**src/rtl/exc_entry_pkg.sv**
```systemverilog
package exc_entry_pkg;

  localparam int ST_W     = 16;
  localparam int IL_W     = 4;
  localparam int EXCM_BIT = 4;
  localparam int UM_BIT   = 5;

  typedef enum logic [1:0] {
    VEC_KERNEL = 2'd0,
    VEC_USER   = 2'd1,
    VEC_DOUBLE = 2'd2,
    VEC_DEBUG  = 2'd3
  } vec_e;

  // Vector chosen for a general exception from the two mode bits.
  function automatic vec_e f_general_vec(input logic excm, input logic um);
    if (excm)    return VEC_DOUBLE;
    else if (um) return VEC_USER;
    else         return VEC_KERNEL;
  endfunction

  // Status after a general exception: only exception mode is forced on.
  function automatic logic [ST_W-1:0] f_status_general(input logic [ST_W-1:0] st);
    logic [ST_W-1:0] r;
    r = st;
    r[EXCM_BIT] = 1'b1;
    return r;
  endfunction

  // Status after debug entry: interrupt level raised, exception mode set.
  function automatic logic [ST_W-1:0] f_status_debug(input logic [ST_W-1:0] st,
                                                     input logic [IL_W-1:0] lvl);
    logic [ST_W-1:0] r;
    r = st;
    r[IL_W-1:0] = lvl;
    r[EXCM_BIT] = 1'b1;
    return r;
  endfunction

  // A debug request passes only below the debug level.
  function automatic logic f_debug_allowed(input logic [IL_W-1:0] cur,
                                           input logic [IL_W-1:0] lvl);
    return cur < lvl;
  endfunction

endpackage

```
**src/rtl/exc_arbiter.sv**
```systemverilog
module exc_arbiter
  import exc_entry_pkg::*;
#(
  parameter int DBG_LEVEL = 3
) (
  input  logic            exc_req,
  input  logic            dbg_req,
  input  logic [IL_W-1:0] cur_level,
  input  logic            cur_excm,
  input  logic            cur_um,
  output logic            dbg_fire,
  output logic            gen_fire,
  output logic            gen_double,
  output vec_e            vec_nxt
);

  localparam logic [IL_W-1:0] LVL = IL_W'(DBG_LEVEL);

  logic dbg_ok;

  always_comb begin
    dbg_ok     = f_debug_allowed(cur_level, LVL);
    dbg_fire   = dbg_req && dbg_ok;
    gen_fire   = exc_req && !dbg_fire;
    gen_double = cur_excm;
    if (dbg_fire) vec_nxt = VEC_DEBUG;
    else          vec_nxt = f_general_vec(cur_excm, cur_um);
  end

endmodule

```
**src/rtl/exc_status_reg.sv**
```systemverilog
module exc_status_reg
  import exc_entry_pkg::*;
#(
  parameter int DBG_LEVEL = 3
) (
  input  logic            clk,
  input  logic            rst_n,
  input  logic            dbg_fire,
  input  logic            gen_fire,
  input  logic            st_load,
  input  logic [ST_W-1:0] st_load_val,
  output logic [ST_W-1:0] status_q
);

  localparam logic [IL_W-1:0] LVL = IL_W'(DBG_LEVEL);

  logic [ST_W-1:0] status_d;

  always_comb begin
    status_d = status_q;
    if (dbg_fire)      status_d = f_status_debug(status_q, LVL);
    else if (gen_fire) status_d = f_status_general(status_q);
    else if (st_load)  status_d = st_load_val;
  end

  always_ff @(posedge clk or negedge rst_n) begin
    if (!rst_n) status_q <= '0;
    else        status_q <= status_d;
  end

endmodule

```
**src/rtl/exc_save_bank.sv**
```systemverilog
module exc_save_bank
  import exc_entry_pkg::*;
#(
  parameter int PC_W     = 32,
  parameter int CAUSE_W  = 6,
  parameter int DCAUSE_W = 6
) (
  input  logic                clk,
  input  logic                rst_n,
  input  logic                dbg_fire,
  input  logic                gen_fire,
  input  logic                gen_double,
  input  logic                has_dpc,
  input  logic [CAUSE_W-1:0]  exc_cause,
  input  logic [PC_W-1:0]     exc_pc,
  input  logic                exc_has_addr,
  input  logic [PC_W-1:0]     exc_vaddr,
  input  logic [DCAUSE_W-1:0] dbg_cause,
  input  logic [PC_W-1:0]     dbg_pc,
  input  logic [ST_W-1:0]     status_q,
  output logic [PC_W-1:0]     epc_l1_q,
  output logic [PC_W-1:0]     epc_dbl_q,
  output logic [CAUSE_W-1:0]  cause_q,
  output logic [PC_W-1:0]     vaddr_q,
  output logic [DCAUSE_W-1:0] dcause_q,
  output logic [PC_W-1:0]     epc_dbg_q,
  output logic [ST_W-1:0]     eps_dbg_q
);

  logic to_dbl_reg;
  logic wr_l1;
  logic wr_dbl;
  logic wr_vaddr;

  always_comb begin
    to_dbl_reg = gen_double && has_dpc;
    wr_l1      = gen_fire && !to_dbl_reg;
    wr_dbl     = gen_fire && to_dbl_reg;
    wr_vaddr   = gen_fire && exc_has_addr;
  end

  always_ff @(posedge clk or negedge rst_n) begin
    if (!rst_n) begin
      epc_l1_q  <= '0;
      epc_dbl_q <= '0;
      cause_q   <= '0;
      vaddr_q   <= '0;
      dcause_q  <= '0;
      epc_dbg_q <= '0;
      eps_dbg_q <= '0;
    end else begin
      if (wr_l1)    epc_l1_q  <= exc_pc;
      if (wr_dbl)   epc_dbl_q <= exc_pc;
      if (gen_fire) cause_q   <= exc_cause;
      if (wr_vaddr) vaddr_q   <= exc_vaddr;
      if (dbg_fire) begin
        dcause_q  <= dbg_cause;
        epc_dbg_q <= dbg_pc;
        eps_dbg_q <= status_q;
      end
    end
  end

endmodule

```
**src/rtl/exc_entry_ctrl.sv**
```systemverilog
module exc_entry_ctrl
  import exc_entry_pkg::*;
#(
  parameter int PC_W      = 32,
  parameter int CAUSE_W   = 6,
  parameter int DCAUSE_W  = 6,
  parameter int DBG_LEVEL = 3
) (
  input  logic                clk,
  input  logic                rst_n,
  input  logic                has_dpc,
  input  logic                exc_req,
  input  logic [CAUSE_W-1:0]  exc_cause,
  input  logic [PC_W-1:0]     exc_pc,
  input  logic                exc_has_addr,
  input  logic [PC_W-1:0]     exc_vaddr,
  input  logic                dbg_req,
  input  logic [DCAUSE_W-1:0] dbg_cause,
  input  logic [PC_W-1:0]     dbg_pc,
  input  logic                st_load,
  input  logic [15:0]         st_load_val,
  output logic                take,
  output logic [1:0]          vec_sel,
  output logic [15:0]         status,
  output logic [PC_W-1:0]     epc_l1,
  output logic [PC_W-1:0]     epc_dbl,
  output logic [CAUSE_W-1:0]  cause,
  output logic [PC_W-1:0]     fault_addr,
  output logic [DCAUSE_W-1:0] dbg_cause_q,
  output logic [PC_W-1:0]     epc_dbg,
  output logic [15:0]         eps_dbg
);

  // the debug level must fit the level field and leave room for level 1.
  initial begin
    if (DBG_LEVEL < 2 || DBG_LEVEL >= (1 << IL_W))
      $error("DBG_LEVEL out of range");
  end

  // Internal events, named for the checker.
  logic            dbg_fire;
  logic            gen_fire;
  logic            gen_double;
  vec_e            vec_nxt;
  logic [ST_W-1:0] status_q;
  logic            take_q;
  vec_e            vec_q;

  exc_arbiter #(.DBG_LEVEL(DBG_LEVEL)) u_arb (
    .exc_req    (exc_req),
    .dbg_req    (dbg_req),
    .cur_level  (status_q[IL_W-1:0]),
    .cur_excm   (status_q[EXCM_BIT]),
    .cur_um     (status_q[UM_BIT]),
    .dbg_fire   (dbg_fire),
    .gen_fire   (gen_fire),
    .gen_double (gen_double),
    .vec_nxt    (vec_nxt)
  );

  exc_status_reg #(.DBG_LEVEL(DBG_LEVEL)) u_st (
    .clk         (clk),
    .rst_n       (rst_n),
    .dbg_fire    (dbg_fire),
    .gen_fire    (gen_fire),
    .st_load     (st_load),
    .st_load_val (st_load_val),
    .status_q    (status_q)
  );

  exc_save_bank #(.PC_W(PC_W), .CAUSE_W(CAUSE_W), .DCAUSE_W(DCAUSE_W)) u_bank (
    .clk          (clk),
    .rst_n        (rst_n),
    .dbg_fire     (dbg_fire),
    .gen_fire     (gen_fire),
    .gen_double   (gen_double),
    .has_dpc      (has_dpc),
    .exc_cause    (exc_cause),
    .exc_pc       (exc_pc),
    .exc_has_addr (exc_has_addr),
    .exc_vaddr    (exc_vaddr),
    .dbg_cause    (dbg_cause),
    .dbg_pc       (dbg_pc),
    .status_q     (status_q),
    .epc_l1_q     (epc_l1),
    .epc_dbl_q    (epc_dbl),
    .cause_q      (cause),
    .vaddr_q      (fault_addr),
    .dcause_q     (dbg_cause_q),
    .epc_dbg_q    (epc_dbg),
    .eps_dbg_q    (eps_dbg)
  );

  // Strobe and vector register the same edge as the save registers.
  always_ff @(posedge clk or negedge rst_n) begin
    if (!rst_n) begin
      take_q <= 1'b0;
      vec_q  <= VEC_KERNEL;
    end else begin
      take_q <= dbg_fire || gen_fire;
      if (dbg_fire || gen_fire) vec_q <= vec_nxt;
    end
  end

  assign take    = take_q;
  assign vec_sel = vec_q;
  assign status  = status_q;

endmodule

```
**config.mk**
```make
export PLATFORM = sky130hd
export DESIGN_NAME = exc_entry_ctrl
export DESIGN_NICKNAME = d
export VERILOG_FILES = /design/src/rtl/exc_entry_pkg.sv /design/src/rtl/exc_arbiter.sv /design/src/rtl/exc_status_reg.sv /design/src/rtl/exc_save_bank.sv /design/src/rtl/exc_entry_ctrl.sv
export SDC_FILE = /design/constraint.sdc
export NUM_CORES = 1
export LEC_CHECK = 0
export ABC_AREA = 1
export CAP_MARGIN = 20
export CORE_MARGIN = 2
export CORE_UTILIZATION = 38
export CTS_CLUSTER_DIAMETER = 40
export CTS_CLUSTER_SIZE = 12
export DETAILED_ROUTE_END_ITERATION = 10
export GPL_TIMING_DRIVEN = 0
export PLACE_DENSITY = 0.85
export SLEW_MARGIN = 30
export SYNTH_ARGS = -nofsm -noshare
export SYNTH_HDL_FRONTEND = slang
export SYNTH_SLANG_ARGS = --single-unit
```
**constraint.sdc**
```tcl
create_clock -name clk -period 1.23 [get_ports clk]
set_clock_uncertainty 0.1 [all_clocks]
set_input_delay 0.369 -clock clk [delete_from_list [all_inputs] [get_ports clk]]
set_output_delay 0.369 -clock clk [all_outputs]
set_load 0.03 [all_outputs]
```
Word-level counts from Yosys, hierarchy flattened:

Cells that the tools add are included.
W data, S select, Z words.

* magnitude comparators: 1
* reductions and logical operators: 13
* equal/unequal tests: 1
* bitwise operators: 2
* multiplexer cells: 6

Operators by type and width (number)
* $mux W5: 3
* $logic_and A1 B1 Y1: 6
* $lt A4 B2 Y1 const B: 1
* $mux W2: 2
* $reduce_and A3 Y1: 1
* $reduce_bool A3 Y1: 1
* $logic_not A1 Y1: 2
* $ne A2 B2 Y1 const B: 1
* $not A1 Y1: 2
* $reduce_and A2 Y1: 1
* $reduce_bool A2 Y1: 1
* $logic_or A1 B1 Y1: 1
* $mux W1: 1

* bits of input ports: 131
* word-level logic and storage cells: 35
* output and inout port bits: 175
* register bits after elaboration: 175

Longest topological paths before layout:

Gate-level depths: netlist (run 1).

* depth in word-level cells: 6
* gate-level depth with buffers: 7
* depth with buffers taken out: 6

Hierarchy:

Synthesis (run 1) repeated with hierarchy kept, for this count alone.

* cell total of the unflattened synthesis: 777
* area, all modules: 7008.0 µm²

Modules (own cells, without submodules)
* exc_save_bank: seq. area each 3903.7 µm², instances 1, area an instance 6147.1 µm², cells an instance 676
* exc_status_reg: seq. area each 400.4 µm², instances 1, area an instance 696.9 µm², cells an instance 79
* exc_entry_ctrl: seq. area each 75.1 µm², instances 1, area an instance 110.1 µm², cells an instance 11
* exc_arbiter: seq. area each 0.0 µm², instances 1, area an instance 53.8 µm², cells an instance 11

Worst setup path before layout (run 1):

OpenSTA, ideal clock, no wires.

* path type: reg-to-reg
* start: register u_st.status_q[3]
* end: register u_bank.vaddr_q[10]
* data required time: 1.012 ns
* stages on the path, launching flop included: 8
* data arrival time: 1.248 ns
* path slack: -0.236 ns
* period minus slack after synthesis: 1.466 ns
* path through: dfrtp_1 nor2_1 nand3_2 buf_6 buf_6 buf_6 nand4_1 nand2_1

* word-level cells in the longest chain between the ends: 5

RTL lines
* start: declaration: RTL line exc_status_reg.sv:12 `output logic [ST_W-1:0] status_q`
* start signal: assignment: RTL line exc_status_reg.sv:28 `else status_q <= status_d;`
* $lt A4 B2 Y1: RTL line exc_entry_pkg.sv:43 `return cur < lvl;`
* $logic_and A1 B1 Y1: RTL line exc_arbiter.sv:23 `dbg_fire = dbg_req && dbg_ok;`
* $logic_not A1 Y1: RTL line exc_arbiter.sv:24 `gen_fire = exc_req && !dbg_fire;`
* $logic_and A1 B1 Y1: RTL line exc_arbiter.sv:24
* $logic_and A1 B1 Y1: RTL line exc_save_bank.sv:39 `wr_vaddr = gen_fire && exc_has_addr;`
* end signal: assignment: RTL line exc_save_bank.sv:55 `if (wr_vaddr) vaddr_q <= exc_vaddr;`
* end: declaration: RTL line exc_save_bank.sv:24 `output logic [PC_W-1:0] vaddr_q,`

No other way between the ends.
A chain may end at the register's enable or synchronous reset.

Worst setup path after layout (run 1):

* start: register u_st.status_q[0]
* end: register u_bank.vaddr_q[1]

The elaborated chain is that of the path after synthesis.

==> summary.md, run 1 <==
| Metric | Value |
|---|---|
| Outcome | `finished, violations left` |
| Failing checks | `setup timing` |
| Cell area after layout | `14000 sq um` |
| CP arrival | `1.89 ns` |
| Antenna viol nets, final | `0` |
| CTS tree | `done` |
| Crit path max-delay family | `buffers and inverters` |
| Yosys warns | `0` |
| Layout cells sized above 1 | `49.7%` |
| Final Total Pwr | `0.0284 W` |
| Mapped Nets | `907` |
| Post-synthesis cell count | `776` |
| Worst IR drop on VDD | `1.72 mV` |
| Initial Utilization | `38.5%` |
| Max Buffers Root-to-Sink | `2` |
| RSZ-0062 raised after global routing | `yes` |
| Worst setup EP type | `register` |
| Synthesized area | `7150 sq um` |
| Die area | `19900 sq um` |
| Final #Nets | `1403` |
| CP Max Fanout | `7` |
| Synth-to-Final Area Change | `95.6%` |
| Critical path origin | `u_st.status_q[0]` |
| GR Overflow Total | `0` |
| # diodes | `0` |
| Worst r2r path cells | `8` |
| Crit Path Category | `reg -> reg` |
| Area contributors post-synth | `dfrtp_1, nand2_1, nand4_1` |
| Global-route wire length before repair | `41000 microns` |
| DR WL/cell | `21.6 microns` |
| H-tree Lvls | `4` |
| Remaining DRCs | `0` |
| Global Route Usage Sum | `26.6%` |
| Number of cells on the critical path | `8` |
| I/O Pins | `306` |
| Root Driver | `clkbuf_16` |
| Die height | `141 microns` |
| CTS sink count | `175` |
| Clk pin slew, worst setup/hold paths | `0.08 ns` |
| Slew Viols, Final | `0` |
| Total buffers and inverters traversed by the critical path | `3` |
| Number of CTS-inserted buffers | `17` |
| Largest net degree at the start of global routing | `86` |
| FF-to-FF setup slack | `-0.45 ns` |
| Fmax | `595 MHz` |
| Final Hold Violating Endpoints | `0` |
| CP endpoint | `u_bank.vaddr_q[1]` |
| Crit share post-route | `137%` |
| Syn_area_per_cell | `9.21 sq um` |
| Via count | `8031` |
| Crit path cell chain | `nand2_2 > nand3_4 > buf_12 > buf_6 > nand3_4 > clkbuf_16 > nand2_4 > nand2_2` |
| CP required | `1.43 ns` |
| Area after DPL | `10600 sq um` |
| Critical R2R Capture | `u_bank.vaddr_q[1]` |
| Hold WC Path Type | `in -> async` |
| Sequential area share after synthesis | `61.3%` |
| Crit Reg-Reg Startpoint | `u_st.status_q[0]` |
| Slowest cell on crit path | `dfrtp_2` |
| DP HPWL | `17100 microns` |
| Worst-skew pair later-pin latency | `0.43 ns` |
| Vias per Instance | `5.29` |
| Initial drt markers | `490` |
| Final setup margin | `-0.452 ns` |
| Max Cap Viol | `0` |
| GPL Wtd Cong | `0.846` |
| Netlist cell types | `16` |
| Startpoint Class | `register` |
| Core area | `18600 sq um` |
| Vias in the first global route | `7602` |
| Rows | `50` |
| Total Wirelength | `32700 microns` |
| Tmin final | `1.68 ns` |
| CP peak stage delay | `0.41 ns` |
| Leakage power | `7.12 nW` |
| Total iterations of the first detailed-routing run | `5` |
| Initial antenna violation count | `0` |
| Final setup vio count | `350` |
| Register bit total from synthesis | `175` |
| Rel. slew slack | `59.6%` |
| Synth area leader | `dfrtp_1` |
| Synth top area share | `61.3%` |
| Die W | `141 microns` |
| PD cells | `2030 nW/um^2` |
| Worst-Margin Slew | `0.607 ns` |
| I/O Buffers | `303` |
Yosys cell counts:
library cell and n:
buf_1 6, buf_2 29, buf_4 7, buf_6 9, clkbuf_1 10, dfrtp_1 175, inv_1 60, nand2_1 297
nand2_2 1, nand3_1 25, nand3_2 4, nand3b_1 2, nand4_1 96, nor2_1 1, nor2_4 1, o21ai_0 53
state kept, by name (all words and copies together), names as in the netlist:
signal / count
u_bank.epc_dbg_q: 32
u_bank.epc_dbl_q: 32
u_bank.epc_l1_q: 32
u_bank.vaddr_q: 32
u_bank.eps_dbg_q: 16
u_st.status_q: 16
u_bank.cause_q: 6
u_bank.dcause_q: 6
vec_sel: 2
take: 1
area by class of cell:
cell class	count	area, sq um
Timing Repair Buffer	479	4940
Fill cell	1063	4600
Sequential cell	175	4390
Multi-Input combinational cell	480	2940
Buffer	59	621
Clock buffer	17	425
Tap cell	234	293
Inverter	60	230
Clock inverter	15	141
per-stage QoR:
stage               utilization, %  setup TNS, ns  hold WS, ns  cells  setup slack [ns]
CTS                           68.2         -85.20        0.245   1429            -0.372
finish                        75.2         -93.35        0.285   1519            -0.452
global placement              56.7       -1452.32        0.352   1313             -8.08
global route                  75.2        -107.01        0.288   1519            -0.498
floorplan                        -         -23.87      -0.0266    776            -0.180
detailed placement            57.0        -157.34        0.107   1315            -0.887
worst min path at each step:
| stage | endpoint | cells after the start | slack, ns | startpoint |
|---|---|---|---|---|
| 2_1_floorplan | take | 0 | -0.03 | rst_n |
| 3_3_place_gp | u_bank.vaddr_q[5] | 2 | 0.35 | u_bank.vaddr_q[5] |
| 3_5_place_dp | u_bank.vaddr_q[7] | 1 | 0.11 | rst_n |
| 4_1_cts | u_bank.epc_l1_q[9] | 2 | 0.24 | rst_n |
| 5_1_grt | u_bank.epc_l1_q[10] | 2 | 0.29 | rst_n |
| 6_report | u_bank.vaddr_q[4] | 2 | 0.29 | rst_n |
cells by family (layout without fill, tap and decap cells):
kind of cell    after synthesis  count (layout)  share of synthesized area (%)
buf+inv                     121             630                           8.18
simple gates                427             427                           26.8
flops                       175             175                           61.3
compound gates               53              53                           3.71
power by group:
group | leakage [nW] | total, W | internal [W] | switching (W)
combinational | 4.68 | 0.0141 | 0.00674 | 0.00738
sequential | 2.16 | 0.00882 | 0.00738 | 0.00144
clock | 0.283 | 0.00543 | 0.00270 | 0.00272
total | 7.12 | 0.0284 | 0.0168 | 0.0115
worst reg2reg max path, delay by kind of cell (launching register included):
kind          cells  cell delay (ns)
flops             1             0.41
buf+inv           3             0.55
simple gates      5             0.50
layer usage:
metal  vias up  GRT usage (%)  wire [microns]
li1       3533              -               -
met1      3978           31.1           11700
met2       427           45.6           17200
met3        93           7.81            2700
met4         0           11.3            1170
met5         -              0               0
cell usage in the layout (no fill, tap or decap):
cell type	instances
nand2_2	108
nand2_4	28
dfrtp_1	170
buf_16	5
clkinv_2	2
nand3_2	17
nand3_4	4
dlygate4sd3_1	1
nand3_1	8
clkbuf_16	29
dfrtp_2	5
inv_6	6
inv_2	2
clkbuf_8	1
o21ai_0	9
buf_4	151
buf_2	11
buf_12	8
clkbuf_1	4
nor2_4	2
nand3b_1	2
clkdlybuf4s50_1	127
clkbuf_2	2
inv_8	4
buf_1	4
buf_8	15
buf_6	197
o21ai_1	7
clkinv_4	3
nand4_1	96
o21ai_2	37
inv_1	57
clkinv_8	1
nand2_1	161
nand2_8	1
repair_timing:
action / CTS / global route
endpoints found under the hold margin: 127 / 0
setup endpoints to repair: 350 / 350
pin swaps: 30 / 25
hold buffers: 1 / 0
gates resized for setup: 1409 / 189
gates cloned: 13 / 10
buffers inserted: 68 / 87
(Power assumes the default switching activity.)
==> run 2, diff against run 1 <==
Settings changed: CTS_CLUSTER_DIAMETER 40 to 200.
==> results of run 2 <==
Same layout as run 1: the final DEF is identical, and so are final timing and power.
